<file path="src/rtl/rgbser_pkg.sv">
package rgbser_pkg;

    // channel positions within the colour vector
    localparam int CH_RED   = 0;
    localparam int CH_GREEN = 1;
    localparam int CH_BLUE  = 2;

    typedef struct packed {
        logic act;       // line_active as seen on the previous edge
        logic underrun;  // one-clock underrun pulse
    } top_st_t;

endpackage

</file>
<file path="src/rtl/rgbser_dot_div.sv">
module rgbser_dot_div #(
    parameter int DIV = 6
) (
    input  logic clk,
    input  logic rst_n,
    input  logic restart,
    output logic dot_en
);
    localparam int CW = (DIV > 1) ? $clog2(DIV) : 1;

    typedef struct packed {
        logic [CW-1:0] cnt;
    } st_t;

    st_t st_d, st_q;

    assign dot_en = (st_q.cnt == CW'(DIV - 1));

    always_comb begin
        st_d = st_q;
        if (restart || dot_en) st_d.cnt = '0;
        else                   st_d.cnt = st_q.cnt + 1'b1;
    end

    always_ff @(posedge clk or negedge rst_n) begin
        if (!rst_n) st_q <= '0;
        else        st_q <= st_d;
    end
endmodule

</file>
<file path="src/rtl/rgbser_cell_shift.sv">
module rgbser_cell_shift #(
    parameter int W   = 8,
    parameter int NCH = 3
) (
    input  logic           clk,
    input  logic           rst_n,
    input  logic           dot_en,
    input  logic           active,
    input  logic           cell_valid,
    input  logic [W-1:0]   cell_pattern,
    input  logic [NCH-1:0] cell_attr,
    output logic           cell_ready,
    output logic           underrun_ev,
    output logic           pix_bit,
    output logic           pix_on,
    output logic [NCH-1:0] pix_attr
);
    localparam int IW = (W > 1) ? $clog2(W) : 1;

    typedef struct packed {
        logic [W-1:0]   sh;
        logic [NCH-1:0] attr;
        logic [IW-1:0]  idx;
        logic           have;
    } st_t;

    st_t  st_d, st_q;
    logic slot;

    assign slot        = active && dot_en && (st_q.idx == '0);
    assign cell_ready  = slot;
    assign underrun_ev = slot && !cell_valid;

    // at a slot the new cell is shown at once, otherwise the held one
    always_comb begin
        if (slot) begin
            pix_bit  = cell_pattern[W-1];
            pix_on   = cell_valid;
            pix_attr = cell_attr;
        end else begin
            pix_bit  = st_q.sh[W-1];
            pix_on   = st_q.have;
            pix_attr = st_q.attr;
        end
    end

    always_comb begin
        st_d = st_q;
        if (!active) begin
            st_d.idx  = '0;
            st_d.have = 1'b0;
        end else if (dot_en) begin
            st_d.idx = (st_q.idx == IW'(W - 1)) ? '0 : st_q.idx + 1'b1;
            if (slot) begin
                st_d.sh   = cell_pattern << 1;
                st_d.attr = cell_attr;
                st_d.have = cell_valid;
            end else begin
                st_d.sh = st_q.sh << 1;
            end
        end
    end

    always_ff @(posedge clk or negedge rst_n) begin
        if (!rst_n) st_q <= '0;
        else        st_q <= st_d;
    end
endmodule

</file>
<file path="src/rtl/rgbser_chan_out.sv">
module rgbser_chan_out #(
    parameter int NCH = 3
) (
    input  logic           clk,
    input  logic           rst_n,
    input  logic           dot_en,
    input  logic           active,
    input  logic           line_active,
    input  logic           pix_bit,
    input  logic           pix_on,
    input  logic [NCH-1:0] pix_attr,
    output logic [NCH-1:0] pix
);
    typedef struct packed {
        logic [NCH-1:0] rgb;
    } st_t;

    st_t            st_d, st_q;
    logic [NCH-1:0] lit;

    for (genvar ch = 0; ch < NCH; ch++) begin : g_ch
        assign lit[ch] = pix_on & pix_bit & pix_attr[ch];
    end

    always_comb begin
        st_d = st_q;
        if (!line_active)          st_d.rgb = '0;
        else if (active && dot_en) st_d.rgb = lit;
    end

    always_ff @(posedge clk or negedge rst_n) begin
        if (!rst_n) st_q <= '0;
        else        st_q <= st_d;
    end

    assign pix = st_q.rgb;
endmodule

</file>
<file path="src/rtl/rgb_cell_serializer.sv">
module rgb_cell_serializer
    import rgbser_pkg::*;
#(
    parameter int DIV = 6,
    parameter int W   = 8,
    parameter int NCH = 3
) (
    input  logic           clk,
    input  logic           rst_n,
    input  logic           line_active,
    input  logic           cell_valid,
    input  logic [W-1:0]   cell_pattern,
    input  logic [NCH-1:0] cell_attr,
    output logic           cell_ready,
    output logic           dot_stb,
    output logic           pix_r,
    output logic           pix_g,
    output logic           pix_b,
    output logic           underrun
);
    top_st_t        st_d, st_q;
    logic           dot_en, restart, active, underrun_ev;
    logic           pix_bit, pix_on;
    logic [NCH-1:0] pix_attr, pix;

    assign restart = line_active && !st_q.act;
    assign active  = line_active && st_q.act;

    rgbser_dot_div #(.DIV(DIV)) div_i (
        .clk(clk), .rst_n(rst_n), .restart(restart), .dot_en(dot_en)
    );

    rgbser_cell_shift #(.W(W), .NCH(NCH)) shift_i (
        .clk(clk), .rst_n(rst_n), .dot_en(dot_en), .active(active),
        .cell_valid(cell_valid), .cell_pattern(cell_pattern),
        .cell_attr(cell_attr), .cell_ready(cell_ready),
        .underrun_ev(underrun_ev), .pix_bit(pix_bit), .pix_on(pix_on),
        .pix_attr(pix_attr)
    );

    rgbser_chan_out #(.NCH(NCH)) out_i (
        .clk(clk), .rst_n(rst_n), .dot_en(dot_en), .active(active),
        .line_active(line_active), .pix_bit(pix_bit), .pix_on(pix_on),
        .pix_attr(pix_attr), .pix(pix)
    );

    always_comb begin
        st_d          = st_q;
        st_d.act      = line_active;
        st_d.underrun = underrun_ev;
    end

    always_ff @(posedge clk or negedge rst_n) begin
        if (!rst_n) st_q <= '0;
        else        st_q <= st_d;
    end

    assign dot_stb  = dot_en;
    assign underrun = st_q.underrun;
    assign pix_r    = pix[CH_RED];
    assign pix_g    = pix[CH_GREEN];
    assign pix_b    = pix[CH_BLUE];
endmodule

</file>
<file path="config.mk">
export PLATFORM = sky130hd
export DESIGN_NAME = rgb_cell_serializer
export DESIGN_NICKNAME = d
export VERILOG_FILES = /design/src/rtl/rgbser_pkg.sv /design/src/rtl/rgbser_dot_div.sv /design/src/rtl/rgbser_cell_shift.sv /design/src/rtl/rgbser_chan_out.sv /design/src/rtl/rgb_cell_serializer.sv
export SDC_FILE = /design/constraint.sdc
export NUM_CORES = 1
export LEC_CHECK = 0
export BUFFER_PORTS_ARGS = -buffer_cell sky130_fd_sc_hd__buf_2
export CAP_MARGIN = 40
export CORE_MARGIN = 2
export CORE_UTILIZATION = 60
export CTS_BUF_LIST = sky130_fd_sc_hd__clkbuf_8
export CTS_CLUSTER_DIAMETER = 150
export DETAILED_ROUTE_END_ITERATION = 16
export GPL_ROUTABILITY_DRIVEN = 0
export PLACE_DENSITY = 0.95
export SYNTH_ARGS = -nofsm -noshare
export SYNTH_HDL_FRONTEND = slang
export SYNTH_SLANG_ARGS = --single-unit
</file>
<file path="constraint.sdc">
create_clock -name clk -period 2.8 [get_ports clk]
set_input_delay 0.7 -clock clk [delete_from_list [all_inputs] [get_ports clk]]
set_output_delay 0.7 -clock clk [all_outputs]
set_load 0.05 [all_outputs]
</file>
==> summary.md, run 1 <==
| Metric | Value |
|---|---|
| Min Tclk post-route | around 2600 ps |
| Data required time at the worst endpoint | approximately 2100 ps |
| Hold buffers post-CTS | 0 |
| Hold_ws | roughly 380 ps |
| Core area | 0.001727 sq mm |
| Via count | approximately 800 |
| Min-delay worst type | primary input to async pin |
| Final Hold Viols | 0 |
| HPWL Detailed | between 1000 and 1500 microns |
| Crit-path max FO | 19 |
| First-pass GRT wire length | ~3700 microns |
| Fin crit share | 0.9213 |
| CTS tree | done |
| Num ports | 21 |
| Vias in the first global route | about 810 |
| Final core occ | 0.7326 |
| Final Max Tran Viols | 0 |
| CP endpoint kind | output port |
| Filler cells | roughly 120 |
| Leakage Power | roughly 0.0006 uW |
| Site Rows | 15 |
| Port-buffer cells | 20 |
| Synthesis-to-finish area growth | 14.11% |
| Clock root cell | clkbuf_8 |
| First drt pass iteration count | 4 |
| Total gr overflow | 0 |
| Syn Inst Count | between 90 and 100 |
| Slew HR | 0.6803 |
| Avg Cell Area, Syn | 11.20 sq um |
| Final WL | about 2200 microns |
| Setup Skew | around 3.3 ps |
| Buffer count from post-CTS setup fixing | 0 |
| Final worst setup slack | ~220 ps |
| VDD IR max | 500.2 uV |
| Share of post-route cells with drive strength above 1 | 0.2542 |
| Sequential area share after synthesis | 0.4966 |
| Final setup fails | 0 |
| Chip width | 46.99 microns |
| ANT nets after route | 0 |
| Post-CTS Resized | 0 |
| Post-place setup slack | ~430 ps |
| WL/cell | ~16 microns |
| Mapped Area | 0.001109 sq mm |
| DR vias/cell | ~5.6 |
| Die span in y | ~47 microns |
| Residual DRC | 0 |
| Sink Count | 22 |
| DR iter-0 viols | 27 |
| Initial Util | 0.6420 |
| Max cap viols | 0 |
| RSZ-0062 raised after global routing | no |
| Yosys warning count | 0 |
| PD cells | between 800 and 900 mW/mm^2 |
| Crit path arrival time | between 1500 and 2000 ps |
| Num CTS Buffers | 3 |
| H-tree depth | 1 |
| Clk_lat worst skew | ~270 ps |
| Maximum buffer depth of the clock tree | 2 |
| Final cell count without fillers | 143 |
| Initial antenna violation count | 0 |
| Dpl cells | 139 |
| CP Class | register to output port |
| Yosys reg bits | 22 |
| Clk pin slew, worst setup/hold paths | 80 ps |
| CP startpoint kind | register |
| Sum of negative setup slack | 0 ps |
| Pin count of the biggest net entering global routing | 23 |
| Tightest Pin Transition | roughly 480 ps |
| Run status | finished clean |
| Highest clock rate | ~390 MHz |
| Inserted Diodes | 0 |
| Mapped Nets | roughly 120 |
| Die area | approximately 0.0022 sq mm |
| GRT Total Usage | 0.2458 |
| Final Net Count | ~140 |
| Netlist cell types | 24 |
[power breakdown]
part	internal, uW	switching (uW)
Clock	191	106
Combinational	105	136
Sequential	409	74.7
Total	705	317
[final cells by class]
cell class                 instances  area [sq um]  share of cell area
sequential                        22         550.5              0.4352
clock buffer                       3         41.29             0.03264
timing repair buffer              20         100.1             0.07913
clock inverter                     1         30.03             0.02374
tap                               25         31.28             0.02473
multi-input combinational         66         489.2              0.3867
inverter                           6         22.52             0.01780
[worst max-delay path: stages, from the launching register on]
cell,delay (ps)
dfrtp_1,400
inv_1,60
ha_1,310
nand4_4,320
nor2_8,230
buf_2,280
[routing by layer]
layer / vias to the layer above / track usage / wire length (microns)
li1: 378 / - / -
met1: 389 / 0.3020 / 931
met2: 27 / 0.4247 / 1155
met3: 5 / 0.04615 / 101
met4: 0 / 0.1000 / 42
met5: - / 0 / 0
[sequential cells by signal, indices dropped and copies added (netlist names)]
register / count
div_i.st_q: 3
out_i.pix: 3
shift_i.st_q: 14
st_q: 1
underrun: 1
[cells in the final DEF, fill, tap and decap left out, drive strengths merged]
cell	instances
nand2	12
o31ai	3
bufinv	1
and4b	1
o21ai	9
nand3	6
a21oi	4
nand2b	1
nor2	6
dfrtp	22
buf	20
nand4	2
nor3	1
mux2i	11
inv	6
and2b	1
clkbuf	3
a31oi	1
mux2	3
ha	5
[synthesized netlist by cell type]
cell       n  area share
and4b_1    1      0.0090
mux2_4     3       0.041
dfrtp_1   22        0.50
o31ai_1    3       0.020
o21ai_0    8       0.036
and2b_1    1      0.0068
inv_1      6       0.020
buf_8      1       0.014
o21ai_1    1      0.0045
buf_4      2       0.014
nor2_8     1       0.018
nand2_1   12       0.041
buf_6      1       0.010
mux2i_1   11       0.099
nor3_1     1      0.0045
nand2b_4   1       0.012
nor2_1     5       0.017
nand4_1    1      0.0056
ha_1       5       0.056
a31oi_1    1      0.0056
a21oi_1    4       0.018
nand3_1    6       0.027
nand4_4    1       0.019
buf_2      1      0.0045
[per-stage QoR]
step                area (sq um)  power, uW
floorplan                   1109      664.6
global placement            1194      695.6
detailed placement          1194      718.8
CTS                         1265       1022
global route                1265       1068
finish                      1265       1022
[logic make-up after synthesis]
family / Yosys count / share of synthesized area
muxes: 14 / 0.1400
DFF: 22 / 0.4966
adders and majority gates: 5 / 0.05643
AOI/OAI and AO/OA: 17 / 0.08465
and+or+nand+nor: 30 / 0.1603
buffers and inverters: 11 / 0.06206
[worst paths after layout]
| check | start | to | slack, ps | depth (start not counted) |
|---|---|---|---|---|
| worst max-delay path | div_i.st_q[1] | cell_ready | 220 | 5 |
| worst min-delay path | rst_n | shift_i.st_q[6] | 380 | 1 |
| worst max register to register | div_i.st_q[1] | shift_i.st_q[6] | 1040 | 5 |
| worst min register to register | shift_i.st_q[11] | shift_i.st_q[11] | 490 | 2 |
| max in group asynchronous | rst_n | div_i.st_q[2] | 2090 | 1 |
| min in group clk | shift_i.st_q[11] | shift_i.st_q[11] | 490 | 2 |
No activity file was read; power rests on OpenSTA's default activity.
==> inputs of run 2 (changes only) <==
Settings changed: CORE_UTILIZATION 60 to 57, CTS_BUF_LIST sky130_fd_sc_hd__clkbuf_8 to not set, PLACE_DENSITY 0.95 to 0.93, TNS_END_PERCENT set to 10.
==> run 2 against run 1 <==
Against the previous run: via count fell by 1.0%; clock power fell by 41%; combinational power fell by 5%; register-to-register slack improved by 20 ps; sequential power fell by 1%; sequential share of layout area rose by 1.2 points; highest routed layer unchanged.
==> summary.md, run 2 (synthesized netlist as in run 1, its figures left out) <==
| Metric | Value |
|---|---|
| Final Max Tran Viols | 0 |
| Die span in y | between 40 and 50 microns |
| PD cells | roughly 720 mW/mm^2 |
| RSZ-0062 raised after global routing | no |
| Post-CTS Resized | 0 |
| Total area of sequential cells | around 550 sq um |
| Pin count of the biggest net entering global routing | 23 |
| R2R Path End | shift_i.st_q[6] |
| Crit path arrival time | ~1900 ps |
| Fin crit share | 0.9349 |
| Highest clock rate | 382.0 MHz |
| Share of post-route cells with drive strength above 1 | 0.2542 |
| Initial antenna violation count | 0 |
| Filler cells | about 140 |
| Multi-input logic area | ~490 sq um |
| Num ports | 21 |
| Tightest Pin Transition | between 400 and 500 ps |
| Vias in the first global route | 736 |
| Clk_lat worst skew | 310 ps |
| Worst r2r src | div_i.st_q[1] |
| Die area | between 0.002 and 0.0025 sq mm |
| Sink Count | 22 |
| Synthesis-to-finish area growth | 10.95% |
| Maximum buffer depth of the clock tree | 2 |
| H-tree depth | 1 |
| Final WL | between 1500 and 2000 microns |
| Min Tclk post-route | between 2000 and 3000 ps |
| Crit-path cells | inv_1, ha_1, nand4_4, nor2_8, buf_2 |
| CP Depth | 5 |
| Final Hold Viols | 0 |
| Slew HR | 0.6828 |
| Leakage Power | a little under 0.0006 uW |
| Hold_ws | 330.4 ps |
| WL/cell | about 14 microns |
| Run status | finished clean |
| ANT nets after route | 0 |
| HPWL Detailed | ~1400 microns |
| GRT Total Usage | 0.2027 |
| Delay-heaviest family, CP | simple AND/OR/NAND/NOR gates |
| Register-to-register setup slack | between 1000 and 1500 ps |
| Final setup fails | 0 |
| Sum of negative setup slack | 0 ps |
| Total gr overflow | 0 |
| Num CTS Buffers | 3 |
| CP Class | register to output port |
| Worst path slowest cell | dfrtp_1 |
| First drt pass iteration count | 4 |
| Most frequent cells in the layout | dfrtp_1, buf_2, nand2_1 |
| Data required time at the worst endpoint | approximately 2100 ps |
| Port-buffer cells | 20 |
| Inserted Diodes | 0 |
| Final Net Count | between 100 and 150 |
| Worst Reg-to-Reg Cells | 5 |
| Clk pin slew, worst setup/hold paths | 120 ps |
| CTS tree | done |
| Residual DRC | 0 |
| CP max stage delay | around 400 ps |
| Worst Setup SP | div_i.st_q[1] |
| DR vias/cell | roughly 5.5 |
| Core area | 0.001783 sq mm |
| Initial Util | 0.6218 |
| Clock root cell | clkbuf_4 |
| Max cap viols | 0 |
| Chip width | just under 50 microns |
| Buffer count from post-CTS setup fixing | 0 |
| Via count | between 700 and 800 |
| Top reg by flops | shift_i.st_q |
| Worst setup path endpoint | cell_ready |
| Crit-path max FO | 19 |
| Setup Skew | ~4.3 ps |
| CP startpoint kind | register |
| Largest register FFs | 14 |
| CP endpoint kind | output port |
| Hold buffers post-CTS | 0 |
| DR iter-0 viols | 8 |
| Site Rows | 15 |
| Min-delay worst type | primary input to async pin |
| VDD IR max | between 400 and 500 uV |
| Crit path buf inv count | 2 |
| Most common cell after layout, fill and taps aside | dfrtp_1 |
| First-pass GRT wire length | around 3200 microns |
==> run 2: cell count changes in the layout (fill, tap and decap cells not counted), sizes merged <==
cell    previous run  this run
clkbuf             3         4
bufinv             1         0
==> run 2: worst min-delay path by stage <==
stage | endpoint | slack [ps] | cells after the start
after CTS | shift_i.st_q[8] | 350 | 1
after global placement | div_i.st_q[0] | 450 | 1
after global routing | div_i.st_q[1] | 370 | 1
final | shift_i.st_q[13] | 330 | 1
after floorplan | div_i.st_q[0] | 400 | 0
after detailed placement | div_i.st_q[0] | 470 | 1
==> run 2: routing by layer <==
| layer | wire length (microns) | track usage |
|---|---|---|
| met1 | 865 | 0.2736 |
| met2 | 1009 | 0.3280 |
| met3 | 69 | 0.02222 |
| met4 | 34 | 0.09730 |
| met5 | 0 | 0 |
==> run 2: per-stage QoR <==
stage | setup WS, ps | total power, uW | area (sq um) | cells | util
detailed placement | 413.0 | 714.6 | 1194 | 139 | 0.6695
floorplan | 806.8 | 664.6 | 1109 | 99 | -
CTS | 173.4 | 884.9 | 1230 | 143 | 0.6898
global placement | 453.1 | 696.6 | 1194 | 139 | 0.6695
finish | 182.4 | 882.4 | 1230 | 143 | 0.6898
global route | 71.68 | 936.3 | 1230 | 143 | 0.6898
==> run 2: power by group <==
| part | switching [uW] | total (uW) | leakage [uW] | internal (uW) |
|---|---|---|---|---|
| logic | 125 | 230 | 0.000283 | 104 |
| registers | 69.8 | 478 | 0.000291 | 408 |
| clock network | 95.3 | 175 | 0.0000210 | 79.4 |
| total | 290 | 882 | 0.000595 | 592 |
==> run 2: area by class of cell <==
type | count | share of cell area
Tap cell | 25 | 0.02543
Clock buffer | 4 | 0.02950
Sequential cell | 22 | 0.4476
Multi-Input combinational cell | 66 | 0.3978
Inverter | 6 | 0.01831
Timing Repair Buffer | 20 | 0.08138
